[src/rtl/sfr_pkg.sv]
// Shared types and helpers for the multi-lane flash read sequencer.
// Assumes 8-bit opcodes and bytes, and at most four data lanes.
package sfr_pkg;
    typedef enum logic [2:0] {
        RD_X1     = 3'd0,
        RD_X2_OUT = 3'd1,
        RD_X2_IO  = 3'd2,
        RD_X4_OUT = 3'd3,
        RD_X4_IO  = 3'd4
    } rd_kind_e;

    // Lane count as a log2 code, so a shift by the code divides by the lane count.
    typedef enum logic [1:0] {
        LN_1 = 2'd0,
        LN_2 = 2'd1,
        LN_4 = 2'd2
    } lane_e;

    typedef enum logic [2:0] {
        S_IDLE, S_CMD, S_ADDR, S_DUMMY, S_DATA, S_FINISH
    } seq_st_e;

    function automatic logic [7:0] opcode_of(rd_kind_e k);
        case (k)
            RD_X2_OUT: return 8'h3B;
            RD_X2_IO:  return 8'hBB;
            RD_X4_OUT: return 8'h6B;
            RD_X4_IO:  return 8'hEB;
            default:   return 8'h03;
        endcase
    endfunction

    function automatic lane_e addr_lanes(rd_kind_e k);
        case (k)
            RD_X2_IO: return LN_2;
            RD_X4_IO: return LN_4;
            default:  return LN_1;
        endcase
    endfunction

    function automatic lane_e data_lanes(rd_kind_e k);
        case (k)
            RD_X2_OUT, RD_X2_IO: return LN_2;
            RD_X4_OUT, RD_X4_IO: return LN_4;
            default:             return LN_1;
        endcase
    endfunction
endpackage

[src/rtl/sfr_tx_shift.sv]
// Outbound shift register for the opcode and address.
// It loads {opcode, address} once and moves 1, 2 or 4 bits per serial clock
// toward the MSB. The top bits are placed on the lanes, with the highest bit
// on the highest lane. A lane shows 0 when its enable is off.
module sfr_tx_shift
    import sfr_pkg::*;
#(
    parameter int SR_W = 32
) (
    input  logic            clk,
    input  logic            rst_n,
    input  logic            load,
    input  logic [SR_W-1:0] load_val,
    input  logic            shift,
    input  lane_e           lanes,
    input  logic [3:0]      oe_mask,
    output logic [3:0]      sio_out,
    output logic [3:0]      sio_oe
);
    logic [SR_W-1:0] sr;
    logic [3:0]      raw;

    // Load a fresh header, or advance by the active lane count.
    always_ff @(posedge clk) begin
        if (!rst_n) begin
            sr <= '0;
        end else if (load) begin
            sr <= load_val;
        end else if (shift) begin
            case (lanes)
                LN_1:    sr <= {sr[SR_W-2:0], 1'b0};
                LN_2:    sr <= {sr[SR_W-3:0], 2'b0};
                default: sr <= {sr[SR_W-5:0], 4'b0};
            endcase
        end
    end

    // Map the leading bits onto the lanes.
    always_comb begin
        case (lanes)
            LN_1:    raw = {3'b000, sr[SR_W-1]};
            LN_2:    raw = {2'b00, sr[SR_W-1 -: 2]};
            default: raw = sr[SR_W-1 -: 4];
        endcase
    end

    assign sio_out = raw & oe_mask;
    assign sio_oe  = oe_mask;
endmodule

[src/rtl/sfr_rx_shift.sv]
// Inbound byte assembler.
// On each capture it appends 1 bit (lane 1), 2 bits (lanes 1:0) or 4 bits
// (lanes 3:0) at the LSB end. On the last capture of a byte it publishes the
// byte with a one-cycle valid. Assumes 8/lanes captures make up each byte.
module sfr_rx_shift
    import sfr_pkg::*;
(
    input  logic       clk,
    input  logic       rst_n,
    input  logic       cap,
    input  logic       last,
    input  lane_e      lanes,
    input  logic [3:0] sio_in,
    output logic [7:0] rd_data,
    output logic       rd_valid
);
    logic [7:0] sr;
    logic [7:0] nxt;

    // Next byte image after appending the sampled lanes.
    always_comb begin
        case (lanes)
            LN_1:    nxt = {sr[6:0], sio_in[1]};
            LN_2:    nxt = {sr[5:0], sio_in[1:0]};
            default: nxt = {sr[3:0], sio_in};
        endcase
    end

    // Accumulate the sampled bits and publish completed bytes.
    always_ff @(posedge clk) begin
        if (!rst_n) begin
            sr       <= '0;
            rd_data  <= '0;
            rd_valid <= 1'b0;
        end else begin
            rd_valid <= cap && last;
            if (cap) begin
                sr <= nxt;
            end
            if (cap && last) begin
                rd_data <= nxt;
            end
        end
    end
endmodule

[src/rtl/sfr_seq.sv]
// Phase sequencer: command, address, dummy, data, finish.
// Generates the mode-0 serial clock at half the system rate, holds the select
// low, and tells the shift registers when to move and on how many lanes.
// The drive update and the input sample both happen at the edge that ends the
// high half of a serial clock.
module sfr_seq
    import sfr_pkg::*;
#(
    parameter int ADDR_W = 24,
    parameter int NB_W   = 16,
    parameter int DUM_W  = 4
) (
    input  logic             clk,
    input  logic             rst_n,
    input  logic             start,
    input  logic [2:0]       mode,
    input  logic [NB_W-1:0]  nbytes,
    input  logic [DUM_W-1:0] dummy,
    output logic             sclk,
    output logic             cs_n,
    output logic             done,
    output logic             tx_load,
    output logic             tx_shift,
    output lane_e            tx_lanes,
    output logic [3:0]       oe_mask,
    output logic             rx_cap,
    output logic             rx_last,
    output lane_e            rx_lanes
);
    localparam int AW_LOG = $clog2(ADDR_W);
    localparam int CNT_W  = (AW_LOG > DUM_W) ? AW_LOG : DUM_W;

    seq_st_e          st;
    rd_kind_e         kind_q;
    logic [DUM_W-1:0] dum_q;
    logic [NB_W-1:0]  left;
    logic [CNT_W-1:0] cnt;
    logic [CNT_W-1:0] addr_last;
    logic [CNT_W-1:0] byte_last;
    logic             sclk_q, cs_q, done_q;
    logic             go;
    logic             cnt_end;

    // A start is taken only in idle, with a nonzero count and a known mode.
    assign go      = start && (st == S_IDLE) && (nbytes != '0) && (mode <= 3'd4);
    assign cnt_end = (cnt == '0);

    // Serial-clock counts for the address and for one byte of data.
    always_comb begin
        case (addr_lanes(kind_q))
            LN_1:    addr_last = CNT_W'(ADDR_W - 1);
            LN_2:    addr_last = CNT_W'(ADDR_W / 2 - 1);
            default: addr_last = CNT_W'(ADDR_W / 4 - 1);
        endcase
        case (data_lanes(kind_q))
            LN_1:    byte_last = CNT_W'(7);
            LN_2:    byte_last = CNT_W'(3);
            default: byte_last = CNT_W'(1);
        endcase
    end

    // Phase state, serial clock, select and counters.
    always_ff @(posedge clk) begin
        if (!rst_n) begin
            st     <= S_IDLE;
            kind_q <= RD_X1;
            dum_q  <= '0;
            left   <= '0;
            cnt    <= '0;
            sclk_q <= 1'b0;
            cs_q   <= 1'b1;
            done_q <= 1'b0;
        end else begin
            done_q <= 1'b0;
            case (st)
                S_IDLE: begin
                    if (go) begin
                        kind_q <= rd_kind_e'(mode);
                        dum_q  <= dummy;
                        left   <= nbytes;
                        cnt    <= CNT_W'(7);
                        cs_q   <= 1'b0;
                        st     <= S_CMD;
                    end
                end
                S_FINISH: begin
                    cs_q   <= 1'b1;
                    done_q <= 1'b1;
                    st     <= S_IDLE;
                end
                default: begin
                    if (!sclk_q) begin
                        sclk_q <= 1'b1;
                    end else begin
                        sclk_q <= 1'b0;
                        if (!cnt_end) begin
                            cnt <= cnt - CNT_W'(1);
                        end else begin
                            case (st)
                                S_CMD: begin
                                    st  <= S_ADDR;
                                    cnt <= addr_last;
                                end
                                S_ADDR: begin
                                    if (dum_q != '0) begin
                                        st  <= S_DUMMY;
                                        cnt <= CNT_W'(dum_q) - CNT_W'(1);
                                    end else begin
                                        st  <= S_DATA;
                                        cnt <= byte_last;
                                    end
                                end
                                S_DUMMY: begin
                                    st  <= S_DATA;
                                    cnt <= byte_last;
                                end
                                default: begin
                                    if (left == NB_W'(1)) begin
                                        st <= S_FINISH;
                                    end else begin
                                        left <= left - NB_W'(1);
                                        cnt  <= byte_last;
                                    end
                                end
                            endcase
                        end
                    end
                end
            endcase
        end
    end

    // Strobes and lane selection for the shift registers.
    always_comb begin
        tx_load  = go;
        tx_shift = sclk_q && ((st == S_CMD) || (st == S_ADDR));
        tx_lanes = (st == S_ADDR) ? addr_lanes(kind_q) : LN_1;
        rx_cap   = sclk_q && (st == S_DATA);
        rx_last  = cnt_end;
        rx_lanes = data_lanes(kind_q);
        case (st)
            S_CMD: oe_mask = 4'b0001;
            S_ADDR: begin
                case (addr_lanes(kind_q))
                    LN_1:    oe_mask = 4'b0001;
                    LN_2:    oe_mask = 4'b0011;
                    default: oe_mask = 4'b1111;
                endcase
            end
            default: oe_mask = 4'b0000;
        endcase
    end

    assign sclk = sclk_q;
    assign cs_n = cs_q;
    assign done = done_q;
endmodule

[src/rtl/sfr_read_engine.sv]
// Top level of the multi-lane serial flash read sequencer.
// Joins the phase sequencer to the outbound header shifter and the inbound
// byte assembler. Pads are split into output, enable and input vectors.
module sfr_read_engine
    import sfr_pkg::*;
#(
    parameter int ADDR_W = 24,
    parameter int NB_W   = 16,
    parameter int DUM_W  = 4
) (
    input  logic              clk,
    input  logic              rst_n,
    input  logic              start,
    input  logic [2:0]        mode,
    input  logic [ADDR_W-1:0] addr,
    input  logic [NB_W-1:0]   nbytes,
    input  logic [DUM_W-1:0]  dummy,
    output logic [7:0]        rd_data,
    output logic              rd_valid,
    output logic              done,
    output logic              sclk,
    output logic              cs_n,
    output logic [3:0]        sio_out,
    output logic [3:0]        sio_oe,
    input  logic [3:0]        sio_in
);
    localparam int HDR_W = 8 + ADDR_W;

    logic             tx_load, tx_shift, rx_cap, rx_last;
    lane_e            tx_lanes, rx_lanes;
    logic [3:0]       oe_mask;
    logic [HDR_W-1:0] hdr;

    // Header image: opcode of the requested variant followed by the address.
    assign hdr = {opcode_of(rd_kind_e'(mode)), addr};

    sfr_seq #(.ADDR_W(ADDR_W), .NB_W(NB_W), .DUM_W(DUM_W)) u_seq (
        .clk(clk), .rst_n(rst_n), .start(start), .mode(mode),
        .nbytes(nbytes), .dummy(dummy), .sclk(sclk), .cs_n(cs_n),
        .done(done), .tx_load(tx_load), .tx_shift(tx_shift),
        .tx_lanes(tx_lanes), .oe_mask(oe_mask), .rx_cap(rx_cap),
        .rx_last(rx_last), .rx_lanes(rx_lanes)
    );

    sfr_tx_shift #(.SR_W(HDR_W)) u_tx (
        .clk(clk), .rst_n(rst_n), .load(tx_load), .load_val(hdr),
        .shift(tx_shift), .lanes(tx_lanes), .oe_mask(oe_mask),
        .sio_out(sio_out), .sio_oe(sio_oe)
    );

    sfr_rx_shift u_rx (
        .clk(clk), .rst_n(rst_n), .cap(rx_cap), .last(rx_last),
        .lanes(rx_lanes), .sio_in(sio_in), .rd_data(rd_data),
        .rd_valid(rd_valid)
    );
endmodule

[config.mk]
export PLATFORM = sky130hd
export DESIGN_NAME = sfr_read_engine
export DESIGN_NICKNAME = d
export VERILOG_FILES = /design/src/rtl/sfr_pkg.sv /design/src/rtl/sfr_tx_shift.sv /design/src/rtl/sfr_rx_shift.sv /design/src/rtl/sfr_seq.sv /design/src/rtl/sfr_read_engine.sv
export SDC_FILE = /design/constraint.sdc
export NUM_CORES = 1
export LEC_CHECK = 0
export ABC_AREA = 1
export CORE_MARGIN = 2
export CORE_UTILIZATION = 60
export DETAILED_ROUTE_END_ITERATION = 7
export PLACE_DENSITY_LB_ADDON = 0.1
export SYNTH_ARGS = -nofsm -noshare
export SYNTH_HDL_FRONTEND = slang
export SYNTH_HIERARCHICAL = 1
export SYNTH_SLANG_ARGS = --single-unit
[constraint.sdc]
create_clock -name clk -period 5.13 [get_ports clk]
set_clock_uncertainty 0.1 [all_clocks]
set_input_delay 1.539 -clock clk [delete_from_list [all_inputs] [get_ports clk]]
set_output_delay 1.539 -clock clk [all_outputs]
set_load 0.02 [all_outputs]
==> run_results.csv <==
group,metric,value,unit
routing,drt_iter0_drc,330,
floorplan,die-width,101,µm
placement,gp_congestion,0.968,
sta,final_worst_slack,0.775,ns
global_route,grt_start_max_net_pins,36,
global_route,overflow,0,
routing,number_of_antenna_violating_nets_in_the_routed_design,0,
routing,drt_wl_cell,13.1,µm
logic_synthesis,synth.area.top_cells,"dfxtp_1 (29%), nand2_1 (17%), nor2_1 (11%)",
layout,finalNonFillerCells,1078,
routing,wl_met3,679,µm
routing,post_detailed_route_via_to_cell_ratio,5.47,
setup_path,crit_type,"reg -> out",
logic_synthesis,syn_avg_cell_area,6.14,µm²
sta,grt_setup_unrepaired,"no",
clocking,cts-buffers-inserted,9,
sta,fin_crit_sh,0.849,
power,static-leakage-power,2.81,nW
setup_path,crit_path_cell_trace,"inv_1 -> nand3_1 -> nor2_2 -> inv_2 -> nand2_1 -> inv_2 -> nand2_1 -> a21boi_0 -> clkdlybuf4s50_1",
setup_path,arrival_time_worst_endpoint,2.72,ns
layout,mostFrequentLayoutCell,"nand2_1",
setup_path,timing.critical_path.slowest_cell_delay,0.64,ns
power,power.ir.vdd_worst,334,µV
floorplan,core-area,9150,µm²
power,total_design_power,3.17,mW
placement,numPortBuffers,73,
clocking,clkSinkCount,82,
floorplan,std_cell_rows,35,
clocking,cts_tree,"yes",
layout,final_net_count,1022,
sta,whs,0.362,ns
setup_path,worst_setup_path_end_kind,"output port",
routing,drcViolationCount,0,
layout,syn_to_final_growth,14.1,%
placement,place.detailed.hpwl,10.2,mm
status,status,"complete, no violations",
global_route,antenna_violations_before_repair,0,
sta,worstMarginPinSlew,1.15,ns
logic_synthesis,synthesized_area,5630,µm²
layout,diodes,0,
setup_path,crit_required,3.49,ns
sta,fin_crit,4.36,ns
layout,layout_cells_sized_above_1,0.103,
sta,tns,0,ns
placement,dpl_cell_area,6240,µm²
layout,fill_cells,825,
layout,stdcell_area,6430,µm²
floorplan,io_pins,74,
clocking,cts_setup_buffers,0,
clocking,cts-root-buf,"clkbuf_8",
sta,setup_violations,0,
clocking,clkSlewWorstSetupHoldPaths,0.08,ns
logic_synthesis,count_of_mapped_cells_out_of_synthesis,917,
sta,slew_viol_final,0,
layout,mostFrequentLayoutCells,"nand2_1 (259), nor2_1 (163), nand3_1 (100)",
logic_synthesis,yosys.area.top_type_share,0.291,
logic_synthesis,synth_warnings,6,
routing,vias,5894,
logic_synthesis,seq_area_frac_synth,0.291,
clocking,cts_htree_levels,3,
clocking,cts_repair_resize_count,0,
clocking,cts.hold.buffers_added,0,
routing,detail_route.wirelength.met1,6.27,mm
floorplan,initial_utilization,0.615,
logic_synthesis,postSynthRegisterBits,82,
setup_path,path_max_fanout,30,
routing,met2RoutedLength,7.01,mm
placement,place_worst_setup_slack,0.994,ns
sta,max_freq,0.230,GHz
floorplan,die_y,101,µm
job,timing.max_cap.violations,0,
placement,dp.cells,1064,
global_route,grt_pass1_vias,5317,
floorplan,die-area,10200,µm²
power,pwr_cell_area,493,nW/µm²
global_route,grtUsageTotal,0.283,
routing,postRouteWirelength,14.2,mm
clocking,max-clock-path-buffers,2,
setup_path,start_kind,"flop",
sta,report.final.hold_viol_count,0,
routing,topRoutingLayerUsed,"met4",
setup_path,critPathSlowestCell,"clkdlybuf4s50_1",
logic_synthesis,synth.lib_cells_used.distinct,37,
global_route,grt_pass1_wl,23.9,mm
hold_path,worstHoldPathType,"reg -> reg",
layout,final_core_util,0.702,
sta,relSlewSlack,0.225,
logic_synthesis,synth.largest_area_cell,"dfxtp_1",
routing,drtPass1Iterations,5,
clocking,clock_insertion_delay_worst_skew,0.35,ns
## routing by layer
metal | vias to the layer above | global-route usage
met1 | 2667 | 0.358
met3 | 24 | 0.0354
met4 | 0 | 0.0790
li1 | 3014 | -
met2 | 189 | 0.506
met5 | - | 0
## cell families (layout without fill, tap and decap cells)
group,after synthesis,in the layout,synth area share
simple gates,569,569,0.440
compound gates,138,138,0.145
buf+inv,119,168,0.109
flops,82,82,0.291
fa+ha+maj,4,4,0.00889
xor+xnor,3,3,0.00467
other cells,2,3,0.00133
## flip-flops by register name, summed over array words and instances, names as in the netlist
name	cells
u_seq/dum_q	4
u_rx/sr	7
u_rx/rd_data	8
u_seq/cnt	5
u_tx/sr	32
u_seq/sclk	1
u_seq/cs_n	1
u_seq/st	3
u_seq/done	1
u_seq/kind_q	3
u_rx/rd_valid	1
u_seq/left	16
## path summary, 6_finish.rpt
path	startpoint	end	slack, ns	cells after the start
max	u_seq/st[0]	sio_out[1]	0.77	9
min reg2reg	u_seq/cs_n	u_seq/cs_n	0.36	2
max reg2reg	u_seq/st[2]	u_tx/sr[10]	2.60	10
min	u_seq/cs_n	u_seq/cs_n	0.36	2
## where the power goes
part	leakage [nW]	switching (mW)	total [mW]	internal (mW)
sequential	0.668	0.137	0.904	0.767
combinational	2.05	1.16	1.79	0.621
clock	0.0946	0.230	0.477	0.247
total	2.81	1.53	3.17	1.63
## area by class of cell
cell class                 instances  area, µm²  share of cell area
sequential                        82       1640               0.255
clock inverter                     2       37.5             0.00584
clock buffer                      12        155              0.0241
inverter                          72        273              0.0424
timing repair buffer              82        798               0.124
tap                              111        139              0.0216
multi-input combinational        717       3380               0.526
## Yosys cell counts
cell / number
inv_2: 7
nand2_2: 11
o22ai_1: 1
o31ai_1: 1
nand2_1: 259
o21ai_2: 1
nor2_8: 1
nand2_4: 4
xnor2_1: 1
buf_1: 1
nand3_4: 2
inv_1: 64
dfxtp_1: 82
buf_2: 16
a21oi_1: 58
nor2_2: 8
ha_1: 4
nand3_1: 100
o21ai_1: 5
buf_4: 14
nand4_1: 6
nand3_2: 4
conb_1: 2
clkbuf_1: 5
inv_4: 1
a21oi_2: 30
a31oi_1: 3
o21ai_0: 38
nor3_1: 2
nor2_1: 164
a21boi_0: 1
or2_2: 1
and2_4: 1
buf_12: 1
buf_6: 10
xor2_1: 2
nor2_4: 6
## critical path, delay by kind of cell, from the launching register on
family | cells | cell delay, ns
buf+inv | 4 | 1.23
compound gates | 1 | 0.17
simple gates | 4 | 0.52
flops | 1 | 0.46
(Power assumes the default switching activity.)
